### src/rtl/flow_pkg.sv
package flow_pkg;
  typedef enum logic [3:0] {
    CLS_SEQ   = 4'd0,
    CLS_SJMP  = 4'd1,
    CLS_JZ    = 4'd2,
    CLS_JNZ   = 4'd3,
    CLS_JNC   = 4'd4,
    CLS_DJNZ  = 4'd5,
    CLS_LJMP  = 4'd6,
    CLS_LCALL = 4'd7,
    CLS_ACALL = 4'd8,
    CLS_RET   = 4'd9
  } instClass_e;

  typedef struct packed {
    logic selRel;
    logic selLong;
    logic selPage;
    logic selPop;
    logic push;
    logic pop;
    logic cntWe;
  } flowStrobe_t;
endpackage

### src/rtl/flow_ctrl.sv
module flow_ctrl
  import flow_pkg::*;
#(
  parameter int DATA_W = 8,
  parameter int CNT_W  = 8
) (
  input  logic              clk,
  input  logic              rstN,
  input  logic              instValid,
  input  logic [3:0]        instClass,
  input  logic [DATA_W-1:0] accVal,
  input  logic              carryFlag,
  input  logic [CNT_W-1:0]  loopCount,
  input  logic              stackEmpty,
  input  logic              stackFull,
  output flowStrobe_t       strobe,
  output logic [CNT_W-1:0]  cntNext,
  output logic              overflow,
  output logic              underflow
);
  instClass_e cls;
  assign cls = instClass_e'(instClass);

  always_comb begin
    strobe  = '0;
    cntNext = loopCount - 1'b1;
    if (instValid) begin
      case (cls)
        CLS_SJMP:  strobe.selRel = 1'b1;
        CLS_JZ:    strobe.selRel = (accVal == '0);
        CLS_JNZ:   strobe.selRel = (accVal != '0);
        CLS_JNC:   strobe.selRel = !carryFlag;
        CLS_DJNZ: begin
          strobe.cntWe  = 1'b1;
          strobe.selRel = (cntNext != '0);
        end
        CLS_LJMP:  strobe.selLong = 1'b1;
        CLS_LCALL: begin
          strobe.selLong = 1'b1;
          strobe.push    = 1'b1;
        end
        CLS_ACALL: begin
          strobe.selPage = 1'b1;
          strobe.push    = 1'b1;
        end
        CLS_RET: begin
          strobe.pop    = 1'b1;
          strobe.selPop = !stackEmpty;
        end
        default: ;
      endcase
    end
  end

  assign overflow  = strobe.push && stackFull;
  assign underflow = strobe.pop && stackEmpty;

  // at most one target source is chosen per instruction
  p_one_target_r1: assert property (@(posedge clk) disable iff (!rstN)
    $onehot0({strobe.selRel, strobe.selLong, strobe.selPage, strobe.selPop}));
  // push and pop never requested together
  p_no_push_pop_r9: assert property (@(posedge clk) disable iff (!rstN)
    !(strobe.push && strobe.pop));
endmodule

### src/rtl/flow_datapath.sv
module flow_datapath
  import flow_pkg::*;
#(
  parameter int PC_W   = 16,
  parameter int BYTE_W = 8,
  parameter int PAGE_W = 11
) (
  input  logic              clk,
  input  logic              rstN,
  input  flowStrobe_t       strobe,
  input  logic [PC_W-1:0]   curPc,
  input  logic [1:0]        instLen,
  input  logic [BYTE_W-1:0] opByte1,
  input  logic [BYTE_W-1:0] opByte2,
  input  logic [PC_W-1:0]   stackTop,
  output logic [PC_W-1:0]   fallThru,
  output logic [PC_W-1:0]   nextPc
);
  localparam int HI_W = PAGE_W - BYTE_W;

  logic [PC_W-1:0] relTgt;
  logic [PC_W-1:0] longTgt;
  logic [PC_W-1:0] pageTgt;

  assign fallThru = curPc + PC_W'(instLen);
  assign relTgt   = fallThru + {{(PC_W-BYTE_W){opByte1[BYTE_W-1]}}, opByte1};
  assign longTgt  = PC_W'({opByte1, opByte2});
  assign pageTgt  = {fallThru[PC_W-1:PAGE_W], opByte1[HI_W-1:0], opByte2};

  always_comb begin
    if (strobe.selRel)       nextPc = relTgt;
    else if (strobe.selLong) nextPc = longTgt;
    else if (strobe.selPage) nextPc = pageTgt;
    else if (strobe.selPop)  nextPc = stackTop;
    else                     nextPc = fallThru;
  end

  // with no target selected, the distance to the next PC is the length
  p_seq_step_r1: assert property (@(posedge clk) disable iff (!rstN)
    !(strobe.selRel || strobe.selLong || strobe.selPage || strobe.selPop)
      |-> (nextPc - curPc) == PC_W'(instLen));
  // a page target stays in the page of the fall-through address
  p_page_keep_r8: assert property (@(posedge clk) disable iff (!rstN)
    strobe.selPage |-> nextPc[PC_W-1:PAGE_W] == fallThru[PC_W-1:PAGE_W]);
endmodule

### src/rtl/ret_stack.sv
module ret_stack #(
  parameter int DEPTH = 8,
  parameter int W     = 16
) (
  input  logic         clk,
  input  logic         rstN,
  input  logic         push,
  input  logic         pop,
  input  logic [W-1:0] pushData,
  output logic [W-1:0] top,
  output logic         empty,
  output logic         full
);
  localparam int IDX_W = (DEPTH > 1) ? $clog2(DEPTH) : 1;
  localparam int CNT_W = $clog2(DEPTH + 1);

  logic [W-1:0]     mem [DEPTH];
  logic [CNT_W-1:0] fill;

  assign empty = (fill == '0);
  assign full  = (fill == CNT_W'(DEPTH));
  assign top   = mem[IDX_W'(fill - 1'b1)];

  always_ff @(posedge clk) begin
    if (!rstN) begin
      fill <= '0;
    end else if (push && !full) begin
      mem[IDX_W'(fill)] <= pushData;
      fill <= fill + 1'b1;
    end else if (pop && !empty) begin
      fill <= fill - 1'b1;
    end
  end

  // the fill level never passes the depth
  p_depth_bound_r10: assert property (@(posedge clk) disable iff (!rstN)
    fill <= CNT_W'(DEPTH));
  // a push on a full stack leaves its contents unchanged
  p_no_overflow_r10: assert property (@(posedge clk) disable iff (!rstN)
    push && full |=> $stable(fill) && $stable(top));
  // the address pushed last is on top in the next cycle
  p_lifo_top_r9: assert property (@(posedge clk) disable iff (!rstN)
    push && !full |=> top == $past(pushData));
  // popping an empty stack keeps it empty
  p_no_underflow_r11: assert property (@(posedge clk) disable iff (!rstN)
    pop && empty |=> empty);
endmodule

### src/rtl/flow_next_pc.sv
module flow_next_pc
  import flow_pkg::*;
#(
  parameter int PC_W    = 16,
  parameter int BYTE_W  = 8,
  parameter int PAGE_W  = 11,
  parameter int STACK_D = 8
) (
  input  logic              clk,
  input  logic              rstN,
  input  logic              instValid,
  input  logic [3:0]        instClass,
  input  logic [BYTE_W-1:0] opByte1,
  input  logic [BYTE_W-1:0] opByte2,
  input  logic [PC_W-1:0]   curPc,
  input  logic [1:0]        instLen,
  input  logic [BYTE_W-1:0] accVal,
  input  logic              carryFlag,
  input  logic [BYTE_W-1:0] loopCount,
  output logic [PC_W-1:0]   nextPc,
  output logic [BYTE_W-1:0] loopCountNext,
  output logic              loopCountWe,
  output logic              pushReq,
  output logic              popReq,
  output logic              stackOverflow,
  output logic              stackUnderflow
);
  flowStrobe_t     strobe;
  logic            stackEmpty;
  logic            stackFull;
  logic [PC_W-1:0] stackTop;
  logic [PC_W-1:0] fallThru;

  flow_ctrl #(.DATA_W(BYTE_W), .CNT_W(BYTE_W)) i_ctrl (
    .clk        (clk),
    .rstN       (rstN),
    .instValid  (instValid),
    .instClass  (instClass),
    .accVal     (accVal),
    .carryFlag  (carryFlag),
    .loopCount  (loopCount),
    .stackEmpty (stackEmpty),
    .stackFull  (stackFull),
    .strobe     (strobe),
    .cntNext    (loopCountNext),
    .overflow   (stackOverflow),
    .underflow  (stackUnderflow)
  );

  flow_datapath #(.PC_W(PC_W), .BYTE_W(BYTE_W), .PAGE_W(PAGE_W)) i_dp (
    .clk      (clk),
    .rstN     (rstN),
    .strobe   (strobe),
    .curPc    (curPc),
    .instLen  (instLen),
    .opByte1  (opByte1),
    .opByte2  (opByte2),
    .stackTop (stackTop),
    .fallThru (fallThru),
    .nextPc   (nextPc)
  );

  ret_stack #(.DEPTH(STACK_D), .W(PC_W)) i_stack (
    .clk      (clk),
    .rstN     (rstN),
    .push     (strobe.push),
    .pop      (strobe.pop),
    .pushData (fallThru),
    .top      (stackTop),
    .empty    (stackEmpty),
    .full     (stackFull)
  );

  assign loopCountWe = strobe.cntWe;
  assign pushReq     = strobe.push;
  assign popReq      = strobe.pop;
endmodule

### config.mk
export PLATFORM = sky130hd
export DESIGN_NAME = flow_next_pc
export DESIGN_NICKNAME = d
export VERILOG_FILES = /design/src/rtl/flow_pkg.sv /design/src/rtl/flow_ctrl.sv /design/src/rtl/flow_datapath.sv /design/src/rtl/ret_stack.sv /design/src/rtl/flow_next_pc.sv
export SDC_FILE = /design/constraint.sdc
export NUM_CORES = 1
export LEC_CHECK = 0
export BUFFER_PORTS_ARGS = -buffer_cell sky130_fd_sc_hd__buf_4
export CAP_MARGIN = 15
export CORE_ASPECT_RATIO = 1.4
export CORE_MARGIN = 5
export CORE_UTILIZATION = 30
export CTS_CLUSTER_DIAMETER = 200
export DETAILED_ROUTE_END_ITERATION = 10
export SYNTH_ARGS = -nofsm -noshare
export SYNTH_HDL_FRONTEND = slang
export SYNTH_SLANG_ARGS = --single-unit
export TNS_END_PERCENT = 10
### constraint.sdc
create_clock -name clk -period 5.75 [get_ports clk]
set_input_delay 1.15 -clock clk [delete_from_list [all_inputs] [get_ports clk]]
set_output_delay 1.15 -clock clk [all_outputs]
set_load 0.02 [all_outputs]
==> out/summary.txt, run 1 <==
FF+latch count, synth - 132
Die area - 26,200 um2
Initial DRC count - 353
CP startpoint kind - input pin
GRT overflow - 0
Final setup fails - 0
Outcome - completed
Site Rows - 65
DRC Markers - 0
Lkg Pwr - 0.00313 uW
WL/cell - 19.2 um
Pwr dens - 298 nW/um2
Core area - 22,600 um2
Number of I/O port buffers - 86
Most frequent cells in the layout - 128 x edfxtp_1, 112 x buf_4, 57 x nand2_1, 35 x a21oi_1, 32 x mux4_2
Share of layout cells above drive strength 1 - 29.6%
Unrepaired setup endpoints after global routing - false
Hold depth - 2
Max_slew headroom - 35.2%
H-tree Lvls - 4
Met1 Track Usage GR - 15.7%
CP required - 4.60 ns
CTS tree - built
Tot GR Track Use - 13.8%
Hold Vio Cnt, Final - 0
Cell area after synthesis - 6910 um2
Main synth FF type - edfxtp_1
Final Util - 38.8%
Largest net degree at the start of global routing - 39
Post-DRT Antenna Nets - 0
Final wirelength - 18,200 um
Non-Filler Instances - 947
Worst EP arrival - 4.37 ns
Synth Instances - 526
R2R depth - 7
Fin crit share - 96.1%
Nature of the critical path endpoint - output port
Seq/Total Area, Yosys - 56.8%
Syn Area/Cell - 13.1 um2
Die width - 138 um
Max Freq - 0.181 GHz
Clock latency on the worst-skew pair - 0.41 ns
Antenna violations before repair - 1
Setup TNS - 0 ns
Vias per std cell - 5.10
Clock Skew - 0.0139 ns
Root Buffer - clkbuf_16
Final Max Slew Viols - 0
Max clock buf depth - 2
Worst Tran Pin Value - 0.969 ns
Placed instance count - 915
Synthesized Nets - 610
First-pass GRT wire length - 28,400 um
Commonest non-fill, non-tap cell in the layout - edfxtp_1
Met2 usage - 25.7%
Met3 Usage GRT - 2.99%
DPL Wire Length - 13,200 um
TritonCTS buffer count - 17
Post-synth EDFFs - 128
Setup Crit Path Kind - in -> out
Crit path max fanout - 10
DR pass1 iterations - 5
Min Tclk post-route - 5.52 ns
Initial core utilization - 30.6%
Clk pin slew, worst setup/hold paths - 0.06 ns
Vias in the first global route - 5,080
Peak supply drop - 229 uV
Synth cell types - 52
Hold Crit Class - reg -> reg
Ports - 87
Via count - 4,833
Clk sinks - 132
Die height - 190 um
Area Overhead vs Synth - 27.0%
CTS Hold Bufs - 0
RePlAce Congestion - 0.834
Nets - 717
YS warnings - 0
Most crowded layer after global routing - met2
Asr flop ratio synth - 0%
Max-Cap Viols - 0
[state kept, by name, indices dropped and copies added (netlist names)]
signal and cells:
i_stack.fill 4, i_stack.mem 128
[critical path: stages]
cell      delay [ns]
buf_4           0.11
ha_1            0.22
fa_1            0.43
nand3_1         0.23
nor2_1          0.11
nand3_1         0.19
xnor2_4         0.13
ha_1            0.42
nand2_1         0.11
o32ai_2         0.28
a211oi_2        0.08
a31oi_1         0.20
xnor2_1         0.16
o21ai_0         0.10
a211oi_1        0.27
buf_4           0.18
[layer usage]
metal  up-vias  part of all wire, %
li1       2247                    -
met5         -                0.071
met1      2432                   39
met4         2                  2.0
met3        33                  5.1
met2       119                   54
[final cells by class]
cell class                 count  area [um2]
tap                          301         377
sequential                   132        3930
inverter                      11        41.3
timing repair buffer         112         841
antenna                        1        2.50
multi-input combinational    359        2930
clock inverter                13         231
clock buffer                  18         429
fill                        2156       13800
[report_power, final]
part	internal, uW	total, uW	switching, uW
clock	811	1200	388
combinational	150	347	197
sequential	1060	1060	0.828
total	2020	2610	586
[synth_stat cells (2+ instances only)]
cell	number	area [um2]
and3_1	5	31.3
nor2_1	35	131
buf_1	2	7.51
o21a_1	5	37.5
or4b_1	2	20.0
xnor2_1	18	158
clkbuf_1	16	60.1
nor2b_1	4	25.0
fa_1	2	40.0
nor4_1	5	31.3
mux2i_1	5	50.1
a31oi_1	8	50.1
o21ai_1	2	10.0
nand3_1	15	75.1
nor3_1	8	40.0
o21bai_1	2	15.0
a21oi_1	35	175
nand2_1	57	214
xor2_1	17	149
and2_1	4	25.0
buf_4	2	15.0
a311oi_1	7	61.3
a211oi_1	6	45.0
nand3b_1	2	15.0
inv_1	11	41.3
edfxtp_1	128	3840
nand2b_1	4	25.0
a21o_1	5	37.5
mux4_2	32	721
nor3b_1	6	45.0
dfxtp_1	4	80.1
a21boi_0	2	15.0
nand4_1	6	37.5
buf_2	3	15.0
or3_1	3	18.8
ha_1	24	300
o21ai_0	17	85.1
o31ai_1	2	15.0
mux2_2	2	22.5
[worst paths after layout]
kind,start,slack [ns],end
worst max-delay path,curPc[0],0.23,nextPc[15]
worst min-delay path,i_stack.fill[3]$_SDFFE_PN0P_,0.65,i_stack.fill[3]$_SDFFE_PN0P_
worst max register to register,i_stack.fill[1]$_SDFFE_PN0P_,2.47,i_stack.mem[5][11]$_DFFE_PP_
worst min register to register,i_stack.fill[3]$_SDFFE_PN0P_,0.65,i_stack.fill[3]$_SDFFE_PN0P_
[logic make-up after synthesis]
group	Yosys count	synth area share [%]
AOI/OAI and AO/OA	99	9.02
xor gates and xnor gates	35	4.44
adders and majority gates	26	4.93
buffers and inverters	35	2.17
DFF	132	56.8
muxes	39	11.5
and+or+nand+nor	160	11.2
[through the flow]
step / power, uW / instance area [um2] / hold slack [ns] / worst slack, ns
3_5_place_dp: 1430 / 8060 / 0.643 / -0.0957
4_1_cts: 2630 / 8730 / 0.658 / 0.106
6_report: 2610 / 8770 / 0.653 / 0.227
5_1_grt: 2700 / 8770 / 0.710 / 0.00335
2_1_floorplan: 1290 / 6910 / 0.605 / 0.491
3_3_place_gp: 1420 / 8060 / 0.628 / 0.126
[repair_timing]
action	4_1_cts	5_1_grt
buffers inserted	0	0
gates cloned	0	0
gates resized for setup	1	5
setup endpoints to repair	1	3
(Power assumes the default switching activity.)
==> run 2, diff against run 1 <==
- HOLD_SLACK_MARGIN: not set -> 0.08
- RECOVER_POWER: not set -> 50
==> run 2 against run 1 <==
  * Critical endpoint unchanged
  * Fmax is 0.30% higher
  * Design area decreased by 0.78%
  * Clock skew up 0.0015 ns
  * Critical path depth did not move
  * Register-to-register slack improved by 0.06 ns
  * Hold slack better by 0.00072 ns
  * Highest routed layer unchanged
  * Die area is the same
==> out/summary.txt, run 2 (same netlist as run 1, synthesis figures left out) <==
Dpl ws - -0.0957 ns
CP startpoint kind - input pin
FILL cells - 2,172
Dpl cell area - 8060 um2
DR pass1 iterations - 4
Setup Crit Path Kind - in -> out
Cells along the critical path - buf_4 > ha_1 > fa_1 > nand3_1 > nor2_1 > nand3_1 > xnor2_4 > ha_1 > nand2_1 > o32ai_2 > a211oi_2 > a31oi_1 > xnor2_1 > o21ai_0 > a211oi_1 > buf_4
Area Overhead vs Synth - 26.0%
Final setup fails - 0
Most frequent cells in the layout - 128 x edfxtp_1, 97 x buf_4, 57 x nand2_1, 35 x a21oi_1, 34 x nor2_1
Clock latency on the worst-skew pair - 0.41 ns
Clock Skew - 0.0154 ns
DRC Markers - 0
Antenna violations before repair - 1
Slowest cell on the critical path - fa_1
Max_slew headroom - 34.0%
Vias per std cell - 5.10
Nets - 717
WL/cell - 19.2 um
Post-CTS setup buffer count - 0
Post-DRT Antenna Nets - 0
Final hold slack - 0.654 ns
Nature of the critical path endpoint - output port
Max clock buf depth - 2
Sequential Power Share - 40.9%
Final Util - 38.5%
Initial core utilization - 30.6%
GRT overflow - 0
CP max stage delay - 0.43 ns
Root Buffer - clkbuf_16
Pwr dens - 299 nW/um2
Max reg flops - 128
Fin crit share - 95.8%
Largest net degree at the start of global routing - 39
CP Buf/Inv Count - 2
Clk pin slew, worst setup/hold paths - 0.06 ns
Tot GR Track Use - 13.8%
Share of layout cells above drive strength 1 - 26.5%
DPL Wire Length - 13,200 um
Fin area - 8700 um2
Total net switching power - 585 uW
CTS Hold Bufs - 0
Peak supply drop - 227 uV
Final wirelength - 18,200 um
Ports - 87
Net Sw Frac - 22.5%
RePlAce Congestion - 0.834
Lkg Pwr - 0.00308 uW
Die area - 26,200 um2
Setup slack after layout - 0.244 ns
Final Max Slew Viols - 0
Unrepaired setup endpoints after global routing - false
Hold Crit Class - reg -> reg
Crit path max fanout - 10
Clk sinks - 132
CP required - 4.60 ns
Via count - 4,833
Die height - 190 um
CTS tree - built
Number of I/O port buffers - 86
Worst Tran Pin Value - 0.987 ns
Internal power - 2020 uW
Clock share of power - 46.0%
Commonest non-fill, non-tap cell in the layout - edfxtp_1
TritonCTS buffer count - 17
Comb pwr share - 13.1%
Max Freq - 0.182 GHz
Regs by FF count - i_stack.mem x128, i_stack.fill x4
Site Rows - 65
Die width - 138 um
Max-Cap Viols - 0
Worst EP arrival - 4.36 ns
Initial DRC count - 372
CP top delay family - adder cells
First-pass GRT wire length - 28,400 um
Vias in the first global route - 5,080
Hold Vio Cnt, Final - 0
Outcome - completed
H-tree Lvls - 4
Core area - 22,600 um2
Reg with most FFs - i_stack.mem
Min Tclk post-route - 5.51 ns
run 2: final timing paths:
| check | cells past startpoint | startpoint | slack (ns) | end |
|---|---|---|---|---|
| worst max register to register | 6 | i_stack.fill[1]$_SDFFE_PN0P_ | 2.53 | i_stack.mem[1][6]$_DFFE_PP_ |
| worst min register to register | 2 | i_stack.fill[3]$_SDFFE_PN0P_ | 0.65 | i_stack.fill[3]$_SDFFE_PN0P_ |
| worst min-delay path | 2 | i_stack.fill[3]$_SDFFE_PN0P_ | 0.65 | i_stack.fill[3]$_SDFFE_PN0P_ |
| worst max-delay path | 16 | curPc[0] | 0.24 | nextPc[15] |
run 2: cell type report:
cell class / count / area, um2 / area share (%)
Tap cell: 301 / 377 / 4.33
Timing Repair Buffer: 112 / 785 / 9.01
Inverter: 11 / 41.3 / 0.474
Multi-Input combinational cell: 359 / 2910 / 33.5
Antenna cell: 1 / 2.50 / 0.0288
Sequential cell: 132 / 3930 / 45.1
Clock buffer: 18 / 429 / 4.93
Clock inverter: 13 / 231 / 2.66
run 2: power by group through the flow:
stage | clock [uW] | sequential, uW | combinational (uW)
3_5_place_dp | 0 | 1080 | 343
5_1_grt | 1260 | 1060 | 372
2_1_floorplan | 0 | 1080 | 204
3_3_place_gp | 0 | 1080 | 333
6_report | 1200 | 1070 | 340
4_1_cts | 1220 | 1060 | 345
run 2: routing by layer:
metal	wire, um	GRT usage (%)
met2	9850	25.7
met5	13	0
met1	6880	15.7
met3	1100	2.99
met4	317	4.75
run 2: timing repair:
action,CTS,global route
endpoints found under the setup margin,1,3
pin swaps,0,0
resized for setup,1,5
endpoints found under the hold margin,0,0
cloned,0,0
run 2: through the flow:
step | total power, uW | cells | TNS, ns
final | 2600 | 947 | 0
after global routing | 2690 | 946 | 0
after CTS | 2630 | 946 | 0
after detailed placement | 1430 | 915 | -0.0957
after global placement | 1420 | 915 | 0
after floorplan | 1290 | 526 | 0
run 2: worst min-delay path, delay by kind of cell, from the launching register on:
kind	cells	cell delay [ns]
xor gates and xnor gates	1	0.15
DFF	1	0.36
and+or+nand+nor	1	0.12
